`config.mk`:
```
export PLATFORM = sky130hd
export DESIGN_NAME = frame_deinterleaver
export DESIGN_NICKNAME = d
export VERILOG_FILES = /design/src/rtl/fdi_pkg.sv /design/src/rtl/fdi_tracker.sv /design/src/rtl/fdi_port.sv /design/src/rtl/frame_deinterleaver.sv
export SDC_FILE = /design/constraint.sdc
export NUM_CORES = 1
export LEC_CHECK = 0
export CAP_MARGIN = 20
export CORE_AREA = 2 2 50 75
export CTS_CLUSTER_SIZE = 12
export DETAILED_ROUTE_END_ITERATION = 12
export DIE_AREA = 0 0 52 77
export PLACE_DENSITY = 0.88
export SETUP_SLACK_MARGIN = 0.5
export SLEW_MARGIN = 20
export SYNTH_ARGS = -nofsm -noshare
export SYNTH_HDL_FRONTEND = slang
export SYNTH_SLANG_ARGS = --single-unit
```
`constraint.sdc`:
```
create_clock -name clk -period 5.7 [get_ports clk]
set_clock_uncertainty 0.05 [all_clocks]
set_input_delay 1.71 -clock clk [delete_from_list [all_inputs] [get_ports clk]]
set_output_delay 1.71 -clock clk [all_outputs]
set_load 0.05 [all_outputs]
```
`src/rtl/fdi_pkg.sv`:
```
package fdi_pkg;

   typedef enum logic [1:0] {
      VERD_IDLE    = 2'd0,
      VERD_ACCEPT  = 2'd1,
      VERD_RESTART = 2'd2,
      VERD_DROP    = 2'd3
   } verdict_e;

   function automatic int idx_w(input int n);
      return (n > 2) ? $clog2(n) : 1;
   endfunction

endpackage

```
`src/rtl/fdi_tracker.sv`:
```
module fdi_tracker
   import fdi_pkg::*;
#(
   parameter int NUM_CH = 2,
   parameter int IW     = 1
) (
   input  logic          clk,
   input  logic          rst_n,
   input  logic          in_valid,
   input  logic          in_sop,
   input  logic          in_eop,
   output logic          route_en,
   output logic [IW-1:0] route_idx,
   output logic          err
);

   localparam logic [IW-1:0] LAST = IW'(NUM_CH - 1);
   localparam logic [IW-1:0] ONE  = IW'(1);

   logic [IW-1:0] exp_q, exp_d;
   logic          hunt_q, hunt_d;
   logic          err_q, err_d;
   logic          start_ok, at_last, match;
   verdict_e      verd;

   always_comb begin
      start_ok = in_sop & ~in_eop;
      at_last  = (exp_q == LAST);
      if (hunt_q || exp_q == '0) match = start_ok;
      else                       match = ~in_sop & (in_eop == at_last);

      if (!in_valid)     verd = VERD_IDLE;
      else if (match)    verd = VERD_ACCEPT;
      else if (start_ok) verd = VERD_RESTART;
      else               verd = VERD_DROP;

      exp_d     = exp_q;
      hunt_d    = hunt_q;
      err_d     = err_q;
      route_en  = 1'b0;
      route_idx = exp_q;
      unique case (verd)
         VERD_ACCEPT: begin
            route_en = 1'b1;
            hunt_d   = 1'b0;
            exp_d    = at_last ? '0 : exp_q + ONE;
         end
         VERD_RESTART: begin
            route_en  = 1'b1;
            route_idx = '0;
            hunt_d    = 1'b0;
            exp_d     = ONE;
            err_d     = 1'b1;
         end
         VERD_DROP: begin
            exp_d  = '0;
            hunt_d = 1'b1;
            if (!hunt_q) err_d = 1'b1;
         end
         default: ;
      endcase
   end

   always_ff @(posedge clk) begin
      if (!rst_n) begin
         exp_q  <= '0;
         hunt_q <= 1'b1;
         err_q  <= 1'b0;
      end else begin
         exp_q  <= exp_d;
         hunt_q <= hunt_d;
         err_q  <= err_d;
      end
   end

   assign err = err_q;

   a_r11_err_sticky: assert property (@(posedge clk) disable iff (!rst_n)
      err_q |=> err_q);

   a_r8_midframe_start: assert property (@(posedge clk) disable iff (!rst_n)
      (in_valid && !hunt_q && exp_q != '0 && in_sop && !in_eop) |=> (err_q && exp_q == ONE));

   a_r10_hunt_quiet: assert property (@(posedge clk) disable iff (!rst_n)
      (hunt_q && !err_q && !(in_valid && in_sop && !in_eop)) |=> !err_q);

   a_r3_index_range: assert property (@(posedge clk) disable iff (!rst_n)
      exp_q <= LAST);

endmodule

```
`src/rtl/fdi_port.sv`:
```
module fdi_port #(
   parameter int DW = 16
) (
   input  logic          clk,
   input  logic          rst_n,
   input  logic          load,
   input  logic [DW-1:0] din,
   output logic          valid,
   output logic [DW-1:0] data
);

   always_ff @(posedge clk) begin
      if (!rst_n) begin
         valid <= 1'b0;
         data  <= '0;
      end else begin
         valid <= load;
         if (load) data <= din;
      end
   end

endmodule

```
`src/rtl/frame_deinterleaver.sv`:
```
module frame_deinterleaver
   import fdi_pkg::*;
#(
   parameter int NUM_CH = 2,
   parameter int DW     = 16
) (
   input  logic                 clk,
   input  logic                 rst_n,
   input  logic                 in_valid,
   input  logic                 in_sop,
   input  logic                 in_eop,
   input  logic [DW-1:0]        in_data,
   output logic [NUM_CH-1:0]    out_valid,
   output logic [NUM_CH*DW-1:0] out_data,
   output logic                 frame_err
);

   localparam int IW = idx_w(NUM_CH);

   if (NUM_CH < 2) begin : g_bad_ch
      $error("frame_deinterleaver: NUM_CH must be at least 2");
   end
   if (DW < 1) begin : g_bad_dw
      $error("frame_deinterleaver: DW must be positive");
   end

   logic          route_en;
   logic [IW-1:0] route_idx;

   fdi_tracker #(.NUM_CH(NUM_CH), .IW(IW)) u_track (
      .clk      (clk),
      .rst_n    (rst_n),
      .in_valid (in_valid),
      .in_sop   (in_sop),
      .in_eop   (in_eop),
      .route_en (route_en),
      .route_idx(route_idx),
      .err      (frame_err)
   );

   for (genvar k = 0; k < NUM_CH; k++) begin : g_port
      logic ld;
      assign ld = route_en && (route_idx == IW'(k));

      fdi_port #(.DW(DW)) u_port (
         .clk  (clk),
         .rst_n(rst_n),
         .load (ld),
         .din  (in_data),
         .valid(out_valid[k]),
         .data (out_data[k*DW +: DW])
      );

      a_r5_lane_hold: assert property (@(posedge clk) disable iff (!rst_n)
         !out_valid[k] |-> $stable(out_data[k*DW +: DW]));
   end

   a_r4_single_strobe: assert property (@(posedge clk) disable iff (!rst_n)
      $onehot0(out_valid));

   a_r2_start_to_port0: assert property (@(posedge clk) disable iff (!rst_n)
      (in_valid && in_sop && !in_eop) |=> (out_valid[0] && out_data[DW-1:0] == $past(in_data)));

   a_r6_idle_silent: assert property (@(posedge clk) disable iff (!rst_n)
      !in_valid |=> (out_valid == '0));

endmodule

```
== Word level (Yosys, flattened, before mapping) ==
Cells that the tools add are included.

* Flip-flop bits (word level): 37
* Input port bits: 21
* Output and inout bits: 35
* Logic and storage cells: 38

* $add $sub $neg: 1
* Equal/unequal tests: 5
* Mux-type cells: 11
* Bitwise logic cells: 6
* Reductions and logical operators: 8

{| class="wikitable"
|+ Operators by type and width
! cell !! number
|-
| 1-bit two-way mux || 6
|-
| 2-bit == test, second input constant || 2
|-
| 2-bit two-way mux || 2
|-
| 1-bit NOT || 4
|-
| 1-bit one-hot mux with 2 select lines || 2
|-
| 2-bit nonzero test || 2
|-
| 1-bit one-hot mux with 3 select lines || 1
|-
| 3-bit nonzero test || 1
|-
| 1-bit bitwise AND || 2
|-
| 2-bit by 1-bit == test with 1-bit output, second input constant || 1
|-
| 1-bit logical AND || 2
|-
| 2-bit inequality test, second input constant || 1
|-
| 2-bit AND reduction || 1
|-
| 2-bit OR reduction || 1
|-
| 1-bit adder, second input constant || 1
|-
| 1-bit == test || 1
|-
| 1-bit logical OR || 1
|}

== Logic depth before layout (Yosys ltp) ==
Gate-level depths: netlist of the first run.

* Depth after elaboration: 9
* Depth in mapped cells: 9
* Gate-level depth less buffers: 7

== Modules after synthesis ==
Synthesis of the first run repeated with hierarchy kept, for this count alone.

* Cells, all modules: 131
* Area, all modules: 1527.7 µm²

{| class="wikitable"
|+ By module, submodules not included
! module !! times used !! cells each !! area an instance (µm²) !! sequential area each (µm²)
|-
| fdi_port || 2 || 53 || 643.1 || 340.3
|-
| fdi_tracker || 1 || 23 || 225.2 || 60.1
|-
| frame_deinterleaver || 1 || 2 || 16.3 || 0.0
|}

== Worst setup path after synthesis of the first run ==
Ideal clock, no wire load.

* Kind: input-to-reg
* From: input port in_eop
* To: register g_port[1].u_port.data[14]
* Library setup time: 116 ps
* Arrival: 3219 ps
* Data required time: 5534 ps
* Setup slack: 2315 ps
* Cell stages on the path: 8
* Buffers on the path: 2
* Cell sequence: nand2b_1 -> o21ai_0 -> ha_1 -> or3b_1 -> buf_6 -> buf_6 -> nand3_1 -> o21ai_2

* Word-level cells in the longest chain between the ends: 9
* Elaborated cells between the ends (all ways): 14
* Classes of those cells: eq/ne: 3; mux: 6; bitwise: 3; reduce/logical: 2

{| class="wikitable"
|+ RTL lines
! item !! RTL line !! text
|-
| from (decl) || frame_deinterleaver.sv:11 || <nowiki>input logic in_eop,</nowiki>
|-
| 1-bit == test or 1-bit NOT (tied branches) || fdi_tracker.sv:30, fdi_tracker.sv:27 ||
|-
| 1-bit bitwise AND, on equally long branches || fdi_tracker.sv:30, fdi_tracker.sv:27 ||
|-
| 1-bit two-way mux, on equally long branches || fdi_tracker.sv:29, fdi_tracker.sv:34 ||
|-
| 2-bit two-way mux (*) || fdi_tracker.sv:33 || <nowiki>else if (match) verd = VERD_ACCEPT;</nowiki>
|-
| 2-bit two-way mux (*) || fdi_tracker.sv:32 || <nowiki>if (!in_valid) verd = VERD_IDLE;</nowiki>
|-
| 2-bit by 1-bit == test with 1-bit output or 2-bit == test (tied branches) || fdi_tracker.sv:42 || <nowiki>unique case (verd)</nowiki>
|-
| 2-bit OR reduction (no line) || - ||
|-
| 1-bit two-way mux || fdi_tracker.sv:42 ||
|-
| 1-bit logical AND (*) || frame_deinterleaver.sv:43 || <nowiki>assign ld = route_en && (route_idx == IW'(k));</nowiki>
|-
| to (signal assigned) || fdi_port.sv:18 || <nowiki>if (load) data <= din;</nowiki>
|-
| to (decl) || fdi_port.sv:9 || <nowiki>output logic [DW-1:0] data</nowiki>
|}

Mark *: on every way between the ends. The rest lies on a longest branch, timed or not.
A chain may end at the register's enable or synchronous reset.

== Final worst setup path of the first run ==
* From: input port in_eop
* To: register g_port[0].u_port.data[8]

* Word-level cells in the longest chain between the ends: 9
* Elaborated cells between the ends (all ways): 15
* Classes of those cells: eq/ne: 3; mux: 6; bitwise: 4; reduce/logical: 2

{| class="wikitable"
|+ RTL lines
! item !! RTL line
|-
| 1-bit == test or 1-bit NOT (tied branches) || fdi_tracker.sv:30, fdi_tracker.sv:27
|-
| 1-bit bitwise AND, on equally long branches || fdi_tracker.sv:30, fdi_tracker.sv:27
|-
| 1-bit two-way mux, on equally long branches || fdi_tracker.sv:29, fdi_tracker.sv:34
|-
| 2-bit two-way mux (*) || fdi_tracker.sv:33
|-
| 2-bit two-way mux (*) || fdi_tracker.sv:32
|-
| 2-bit by 1-bit == test with 1-bit output or 2-bit == test (tied branches) || fdi_tracker.sv:42
|-
| 2-bit OR reduction (no line) or 1-bit two-way mux (tied branches) || -
|-
| 1-bit two-way mux or 1-bit NOT (tied branches) || fdi_tracker.sv:42, frame_deinterleaver.sv:43
|-
| 1-bit logical AND (*) || frame_deinterleaver.sv:43
|-
| to (signal assigned) || fdi_port.sv:18
|-
| to (decl) || fdi_port.sv:9
|}

Marked as above.

==> summary.md, run 1 <==
| Metric | Value |
|---|---|
| Status | finished clean |
| DR WL/cell | 11.9 um |
| DR DRC count | 0 |
| FF+latch count, synth | 37 |
| Clk slew on worst S/H paths | about 0.070 ns |
| Startpoint class of the critical path | primary input |
| Syn Std Cell Area | approximately 1500 sq um |
| Data arrival, critical path | roughly 4 ns |
| Internal | between 0.0004 and 0.0005 W |
| Yosys Warn Count | 0 |
| RSZ-0062 raised after global routing | no |
| Initial antenna violation count | 0 |
| HP Class | reg -> reg |
| CP Capture Type | register |
| Max-cap viol count | 0 |
| CTS tree | done |
| DRT iter0 DRCs | 16 |
| Top cells by area, synth | dfxtp_1 (49%), mux2i_1 (11%), nand2_1 (8.2%), o21ai_2 (5.8%), nand3_1 (4.7%) |
| Aggregate global-route resource usage | 0.167 |
| Overflow after GRT | 0 |
| Worst slew margin | 0.428 |
| Tmin final | ~3.8 ns |
| Clk pwr share | 0.279 |
| H-tree depth | 2 |
| Drt total wl | around 3000 um |
| Worst Setup Path Type | in -> reg |
| CTS Sinks | 37 |
| Post-layout instance area | approximately 2100 sq um |
| PostCTS Resize Cnt | 0 |
| Flop pwr share | 0.458 |
| Core box area | 3350 sq um |
| Antenna Nets Post-Route | 0 |
| Via count | approximately 1200 |
| Combinational share of power | 0.263 |
| Net Switching | roughly 0.0002 W |
| Fmax achieved | 262 MHz |
| TNS Setup | 0 ns |
| Post-synthesis sequential area ratio | 0.492 |
| Vias in the first global route | 1100 |
| Worst-margin pin slew | ~0.86 ns |
| Latest clock arrival within the worst-skew pair | between 0.2 and 0.3 ns |
| Gate Count Post-Synth | between 150 and 200 |
| Root Driver | clkbuf_8 |
| Hold buffers post-CTS | 0 |
| Largest net degree at the start of global routing | 53 |
| Die ar. | 4000 sq um |
| Fillers | between 200 and 300 |
| PwrDens | roughly 300 nW/um^2 |
| Maximum vdd drop | approximately 0.20 mV |
| Critical Path, Cell by Cell | clkdlybuf4s50_1, nand2b_1, o21ai_0, ha_1, inv_1, a21oi_2, buf_4, mux2i_1 |
| Cell Area, Placed | 2030 sq um |
| Worst Path Required | 5.87 ns |
| RePlAce Congestion | between 0.7 and 0.8 |
| Number of buffers created by CTS | 5 |
| Crit share post-route | 0.670 |
| CP max-delay cell | a21oi_2 |
| Leak | ~0.83 nW |
| Die height | slightly below 80 um |
| I/O pins | 56 |
| Final setup fails | 0 |
| Initial Util | 0.450 |
| Clock buffer depth | 2 |
| Hold Violations, Final | 0 |
| Slew Viols, Final | 0 |
| Vias per inst | between 4 and 5 |
| Layout cell share with drive strength beyond 1 | 0.115 |
| Detailed Place HPWL | 2120 um |
| Nets | about 230 |
| Area leader, netlist | dfxtp_1 |
| Hold_ws | 0.407 ns |
| Yosys top cell area share | 0.492 |
| Ant diodes | 0 |
| CP Max Fanout | 9 |
| Distinct cells, synth | 26 |
| Highest cell delay on the worst timing path | approximately 0.47 ns |
| # port buffers | 55 |
| Final core occ | 0.630 |
| Net Count, Synth | 180 |
| Setup ws final | roughly 1.9 ns |
| Row cnt | 26 |
| TritonRoute pass-1 iters | 4 |
| Syn avg cell area | between 9 and 10 sq um |
| First-pass GRT wire length | slightly below 5000 um |
| DIE WIDTH | about 52 um |
| Post-synthesis to final-layout area growth | 40.2% |
| Sw frac | 0.325 |
| Setup Fix Bufs, Post-CTS | 0 |
| Worst slack, placed | between 1.5 and 2 ns |
per-layer routing:
metal / global-route usage / vias up / part of all wire
met3: 0.0603 / 2 / 0.056
met2: 0.268 / 40 / 0.52
li1: - / 629 / -
met4: 0.0868 / 0 / 0.014
met5: 0 / - / 0
met1: 0.186 / 537 / 0.41
cell usage after synthesis (all sizes together):
cell	count
or2b	1
nand3	16
dfxtp	37
a211o	1
nand2b	3
or3b	1
inv	3
o21a	1
o21ai	18
a21oi	3
o211a	1
clkbuf	5
ha	3
nand2	33
and2	1
nor2	2
o211ai	1
mux2i	17
nor4bb	1
buf	8
power by group through the flow:
| stage | Combinational, W | Clock, W | Sequential (W) |
|---|---|---|---|
| after floorplan | 0.0000576 | 0 | 0.000350 |
| after global placement | 0.000164 | 0 | 0.000293 |
| after detailed placement | 0.000166 | 0 | 0.000293 |
| after CTS | 0.000166 | 0.000180 | 0.000288 |
| after global routing | 0.000175 | 0.000191 | 0.000290 |
| final | 0.000165 | 0.000175 | 0.000288 |
critical path, delay by kind of cell:
family	cells	cell delay (ns)
buffers and inverters	3	0.82
multiplexers	1	0.20
AND/OR/NAND/NOR	1	0.19
AO/OA/AOI/OAI	2	0.80
adder cells (fa/ha/maj)	1	0.25
sequential cells by signal, indices dropped and copies added (netlist names):
| signal | cells |
|---|---|
| g_port.u_port.data | 32 |
| g_port.u_port.valid | 2 |
| u_track.at_last | 1 |
| u_track.err | 1 |
| u_track.hunt_q | 1 |
cell type report:
cell class	instances	area, sq um	share of cell area
Sequential cell	37	741	0.351
Multi-Input combinational cell	103	661	0.313
Timing Repair Buffer	57	561	0.265
Clock buffer	5	68.8	0.0326
Tap cell	42	52.6	0.0249
Clock inverter	3	17.5	0.00829
Inverter	3	11.3	0.00533
cells by family after synthesis:
logic type / after synthesis / synth area share
and+or+nand+nor: 58 / 0.181
DFF: 37 / 0.492
AOI/OAI and AO/OA: 25 / 0.120
muxes: 17 / 0.113
buffers and inverters: 16 / 0.0698
adders and majority gates: 3 / 0.0249
per-stage QoR:
stage | power, W | instances
floorplan | 0.000408 | 156
global placement | 0.000457 | 242
detailed placement | 0.000459 | 242
CTS | 0.000634 | 250
global route | 0.000656 | 250
finish | 0.000628 | 250
cells in the final DEF (no fill, tap or decap), drive strengths merged:
cell / instances
ha: 3
nand3: 16
o211ai: 1
or3b: 1
clkinvlp: 1
dfxtp: 37
clkbuf: 5
o21ai: 18
inv: 3
clkinv: 2
buf: 3
a21oi: 3
a211o: 1
mux2i: 17
clkdlybuf4s50: 54
o211a: 1
o21a: 1
nand2: 33
and2: 1
nor2: 2
nand2b: 3
nor4bb: 1
or2b: 1
path summary, 6_finish.rpt:
path	start	end	slack, ns	cells after the start
hold reg to reg	g_port[1].u_port.data[10]	g_port[1].u_port.data[10]	0.41	2
setup reg to reg	u_track.at_last	g_port[0].u_port.data[8]	3.26	7
hold / removal	g_port[1].u_port.data[10]	g_port[1].u_port.data[10]	0.41	2
setup / recovery	in_eop	g_port[0].u_port.data[8]	1.88	8
(Power assumes the default switching activity.)
==> inputs of run 2 (changes only) <==
- CORE_AREA: 2 2 50 75 -> 2 2 54 82
- DIE_AREA: 0 0 52 77 -> 0 0 56 84
- PLACE_DENSITY: 0.88 -> 0.79
- clock period: 5.7 -> 3.13 ns (I/O delays scaled with it)
==> summary.md, run 2 (same netlist as run 1, synthesis figures left out) <==
| Metric | Value |
|---|---|
| Status | finished clean |
| Vias in the first global route | between 1000 and 1500 |
| RePlAce Congestion | between 0.7 and 0.8 |
| Largest net degree at the start of global routing | between 40 and 50 |
| Vias per inst | about 4.8 |
| TritonRoute pass-1 iters | 3 |
| Most flops, register | g_port.u_port.data |
| Row cnt | 29 |
| Die ar. | between 4000 and 5000 sq um |
| PwrDens | 520 nW/um^2 |
| HP Class | reg -> reg |
| DR DRC count | 0 |
| Worst Setup Path Type | in -> reg |
| Clock buffer depth | 2 |
| # port buffers | 55 |
| Hold buffers post-CTS | 0 |
| CTS tree | done |
| Clk slew on worst S/H paths | 0.07 ns |
| Leak | 0.930 nW |
| Commonest non-fill, non-tap cell in the layout | clkdlybuf4s50_1 |
| Post-layout instance area | between 2000 and 2500 sq um |
| Core box area | about 4000 sq um |
| Hold_ws | just over 0.4 ns |
| Aggregate global-route resource usage | 0.149 |
| Data arrival, critical path | around 2.7 ns |
| Worst slew margin | 0.493 |
| CP Max Fanout | 8 |
| Most frequent cells in the layout | clkdlybuf4s50_1 (51), dfxtp_1 (37), nand2_1 (33), mux2i_1 (17), nand3_1 (14) |
| Maximum vdd drop | 0.343 mV |
| Layout cell share with drive strength beyond 1 | 0.168 |
| Slew Viols, Final | 0 |
| Max reg flops | 32 |
| DR WL/cell | approximately 13 um |
| Initial Util | 0.371 |
| Worst Path Required | 3.26 ns |
| DRT iter0 DRCs | 24 |
| CP Capture Type | register |
| Cell Area, Placed | between 2000 and 2500 sq um |
| Non-Filler Instances | 260 |
| Drt total wl | roughly 3300 um |
| Number of instances in the placed design | about 250 |
| I/O pins | 56 |
| Final setup fails | 0 |
| Setup ws final | roughly 0.56 ns |
| Die height | between 80 and 90 um |
| Root Driver | clkbuf_8 |
| Crit share post-route | 0.821 |
| Nets | around 240 |
| Antenna Nets Post-Route | 0 |
| Hold Violations, Final | 0 |
| Detailed Place HPWL | between 2000 and 2500 um |
| Worst slack, placed | -0.0341 ns |
| Fmax achieved | 389 MHz |
| Overflow after GRT | 0 |
| Startpoint class of the critical path | primary input |
| H-tree depth | 2 |
| Ant diodes | 0 |
| Latest clock arrival within the worst-skew pair | 0.27 ns |
| Tmin final | around 2.6 ns |
| RSZ-0062 raised after global routing | no |
| Initial antenna violation count | 0 |
| Worst-margin pin slew | ~0.76 ns |
| Post-synthesis to final-layout area growth | 50.3% |
| Number of buffers created by CTS | 5 |
| CTS Sinks | 37 |
| Regs by FF count | g_port.u_port.data (32), g_port.u_port.valid (2) |
| Via count | between 1000 and 1500 |
| Max-cap viol count | 0 |
| DIE WIDTH | ~56 um |
| First-pass GRT wire length | approximately 5500 um |
## run 2: layer usage
metal / GRT usage / share of wire / up-vias
met3: 0.0496 / 0.058 / 2
met4: 0.0758 / 0.012 / 0
met5: 0 / 0 / -
met2: 0.256 / 0.55 / 29
met1: 0.158 / 0.38 / 568
li1: - / - / 639
## run 2: worst max-delay path, cell delays in order
cell and delay, ns:
dlygate4sd2_1 0.27, nand2b_4 0.15, o211a_1 0.25, ha_4 0.23
or3b_4 0.42, bufbuf_16 0.29, nand3_1 0.08, o21ai_1 0.06
## run 2: what timing repair did
item	CTS	global route
resized for setup	8	5
setup endpoints to repair	17	17
pin swaps	1	2
cloned	2	0
buffers inserted	1	1
## run 2: path summary, 6_finish.rpt
| path | from | endpoint | slack (ns) | cells past startpoint |
|---|---|---|---|---|
| setup reg to reg | u_track.at_last | g_port[1].u_port.data[8] | 0.87 | 7 |
| setup / recovery | in_sop | g_port[1].u_port.data[8] | 0.56 | 8 |
| hold / removal | g_port[1].u_port.data[15] | g_port[1].u_port.data[15] | 0.41 | 2 |
| hold reg to reg | g_port[1].u_port.data[15] | g_port[1].u_port.data[15] | 0.41 | 2 |
## run 2: area by class of cell
class / count / area, sq um
clock buffers: 7 / 86.3
fillers: 356 / 1800
inverters: 3 / 11.3
multi-input cells: 103 / 702
flip-flops and latches: 37 / 741
well taps: 46 / 57.6
repair buffers: 64 / 667
## run 2: stage by stage
step                      total power [W]   util  setup TNS [ns]
final                             0.00118  0.557               0
after global routing              0.00123  0.557               0
after CTS                         0.00119  0.552               0
after detailed placement         0.000843  0.508          -0.303
after global placement           0.000840  0.508               0
after floorplan                  0.000742      -               0
## run 2: power breakdown
| group | total, W | internal, W | leakage (nW) | switching, W |
|---|---|---|---|---|
| sequential | 0.000523 | 0.000505 | 0.303 | 0.0000179 |
| clock | 0.000326 | 0.000175 | 0.0443 | 0.000151 |
| combinational | 0.000329 | 0.000134 | 0.583 | 0.000195 |
==> inputs of run 3 (changes only) <==
- clock period: 3.13 -> 2.2 ns (I/O delays scaled with it)
==> summary.md, run 3 (same netlist as run 1, synthesis figures left out) <==
| Metric | Value |
|---|---|
| Latest clock arrival within the worst-skew pair | roughly 0.28 ns |
| Aggregate global-route resource usage | 0.163 |
| Crit share post-route | 0.947 |
| Maximum vdd drop | around 0.57 mV |
| CP Max Fanout | 8 |
| RSZ-0062 raised after global routing | yes |
| Clock buffer depth | 2 |
| RePlAce Congestion | approximately 0.73 |
| Regs by FF count | g_port.u_port.data (32), g_port.u_port.valid (2) |
| Leak | 1.06 nW |
| Fmax achieved | approximately 480 MHz |
| Antenna Nets Post-Route | 0 |
| Via count | ~1300 |
| Die height | 84 um |
| H-tree depth | 2 |
| Tot Pwr | 0.00171 W |
| Worst Path Required | approximately 2.3 ns |
| Clk slew on worst S/H paths | ~0.07 ns |
| DR WL/cell | around 13 um |
| Core box area | between 4000 and 5000 sq um |
| Area of the multi-input gates | around 840 sq um |
| Critical Path, Cell by Cell | buf_2, nand2b_4, o211a_4, ha_4, or3b_4, buf_6, buf_16, nand3_4, o21ai_2 |
| CTS Sinks | 37 |
| Largest net degree at the start of global routing | 28 |
| Max reg flops | 32 |
| HP Class | reg -> reg |
| Max-cap viol count | 0 |
| Tmin final | about 2.1 ns |
| CP max-delay cell | or3b_4 |
| Overflow after GRT | 0 |
| Root Driver | clkbuf_8 |
| Worst Setup Path Type | in -> reg |
| Initial Util | 0.371 |
| Status | finished clean |
| DR DRC count | 0 |
| DIE WIDTH | approximately 56 um |
| Worst slew margin | 0.628 |
| TritonRoute pass-1 iters | 3 |
| Data arrival, critical path | roughly 2.2 ns |
| Final setup fails | 0 |
| I/O pins | 56 |
| First-pass GRT wire length | approximately 6100 um |
| Ant diodes | 0 |
| DRT iter0 DRCs | 24 |
| Startpoint class of the critical path | primary input |
| Most frequent cells in the layout | dfxtp_1 (36), nand2_1 (33), buf_2 (24), buf_4 (20), mux2i_1 (17) |
| Buf/Inv on CP | 3 |
| Nets | approximately 250 |
| Slew Viols, Final | 0 |
| Worst-margin pin slew | roughly 0.56 ns |
| Kind of cell adding the most delay to the critical path | simple AND/OR/NAND/NOR gates |
| Drt total wl | around 3600 um |
| Number of buffers created by CTS | 5 |
| # port buffers | 55 |
| Fillers | between 300 and 400 |
| TNS Setup | 0 ns |
| Detailed Place HPWL | about 2400 um |
| Commonest non-fill, non-tap cell in the layout | dfxtp_1 |
| CP Capture Type | register |
| Post-synthesis to final-layout area growth | 59.7% |
| Vias per inst | between 4 and 5 |
| Reg area | roughly 740 sq um |
| Hold Violations, Final | 0 |
| Highest cell delay on the worst timing path | ~0.39 ns |
| Initial antenna violation count | 0 |
| CTS tree | done |
| Most flops, register | g_port.u_port.data |
| PwrDens | 709 nW/um^2 |
| Row cnt | 29 |
| Die ar. | between 4000 and 5000 sq um |
| Layout cell share with drive strength beyond 1 | 0.471 |
| Hold buffers post-CTS | 0 |
| Vias in the first global route | 1288 |
==> run 3: final cells by class <==
| cell class | instances | share of cell area |
|---|---|---|
| Inverter | 3 | 0.00468 |
| Clock buffer | 7 | 0.0359 |
| Multi-Input combinational cell | 103 | 0.349 |
| Timing Repair Buffer | 75 | 0.277 |
| Tap cell | 46 | 0.0239 |
| Sequential cell | 37 | 0.309 |
==> run 3: where the power goes <==
part / leakage, nW / total (W) / internal (W) / switching (W)
logic: 0.716 / 0.000498 / 0.000194 / 0.000304
registers: 0.303 / 0.000745 / 0.000719 / 0.0000260
clock network: 0.0443 / 0.000464 / 0.000248 / 0.000216
total: 1.06 / 0.00171 / 0.00116 / 0.000545
==> run 3: worst paths after layout <==
path / from / depth (start not counted) / slack [ns] / end
min reg2reg: g_port[0].u_port.data[10] / 2 / 0.40 / g_port[0].u_port.data[10]
min: g_port[0].u_port.data[10] / 2 / 0.40 / g_port[0].u_port.data[10]
max: in_sop / 9 / 0.12 / g_port[1].u_port.data[8]
max reg2reg: u_track.hunt_q / 8 / 0.15 / g_port[1].u_port.data[8]
==> run 3: tightest hold or removal path, stage by stage (launching register included) <==
cell and delay [ns]:
dfxtp_1 0.31, nand2_1 0.05, mux2i_1 0.05
==> run 3: what timing repair did <==
action                     4_1_cts  5_1_grt
pin swaps                        8        2
setup buffers                    3        4
setup endpoints to repair       61       42
cloned                           4        0
resized for setup              148       19
==> run 3: per-stage QoR <==
stage          cell area, sq um  utilization  hold slack [ns]  setup WS (ns)  instances
2_1_floorplan              1550            -            0.436       -0.00273        156
4_1_cts                    2350        0.579            0.410          0.107        267
3_5_place_dp               2120        0.522            0.399         -0.580        253
3_3_place_gp               2120        0.522            0.392         -0.527        253
6_report                   2410        0.592            0.404          0.116        271
5_1_grt                    2410        0.592            0.416         0.0849        271
==> run 3: layer usage <==
layer,share of wire,GRT usage
met1,0.38,0.181
met2,0.57,0.294
met3,0.039,0.0341
met4,0.012,0.0693
met5,0,0
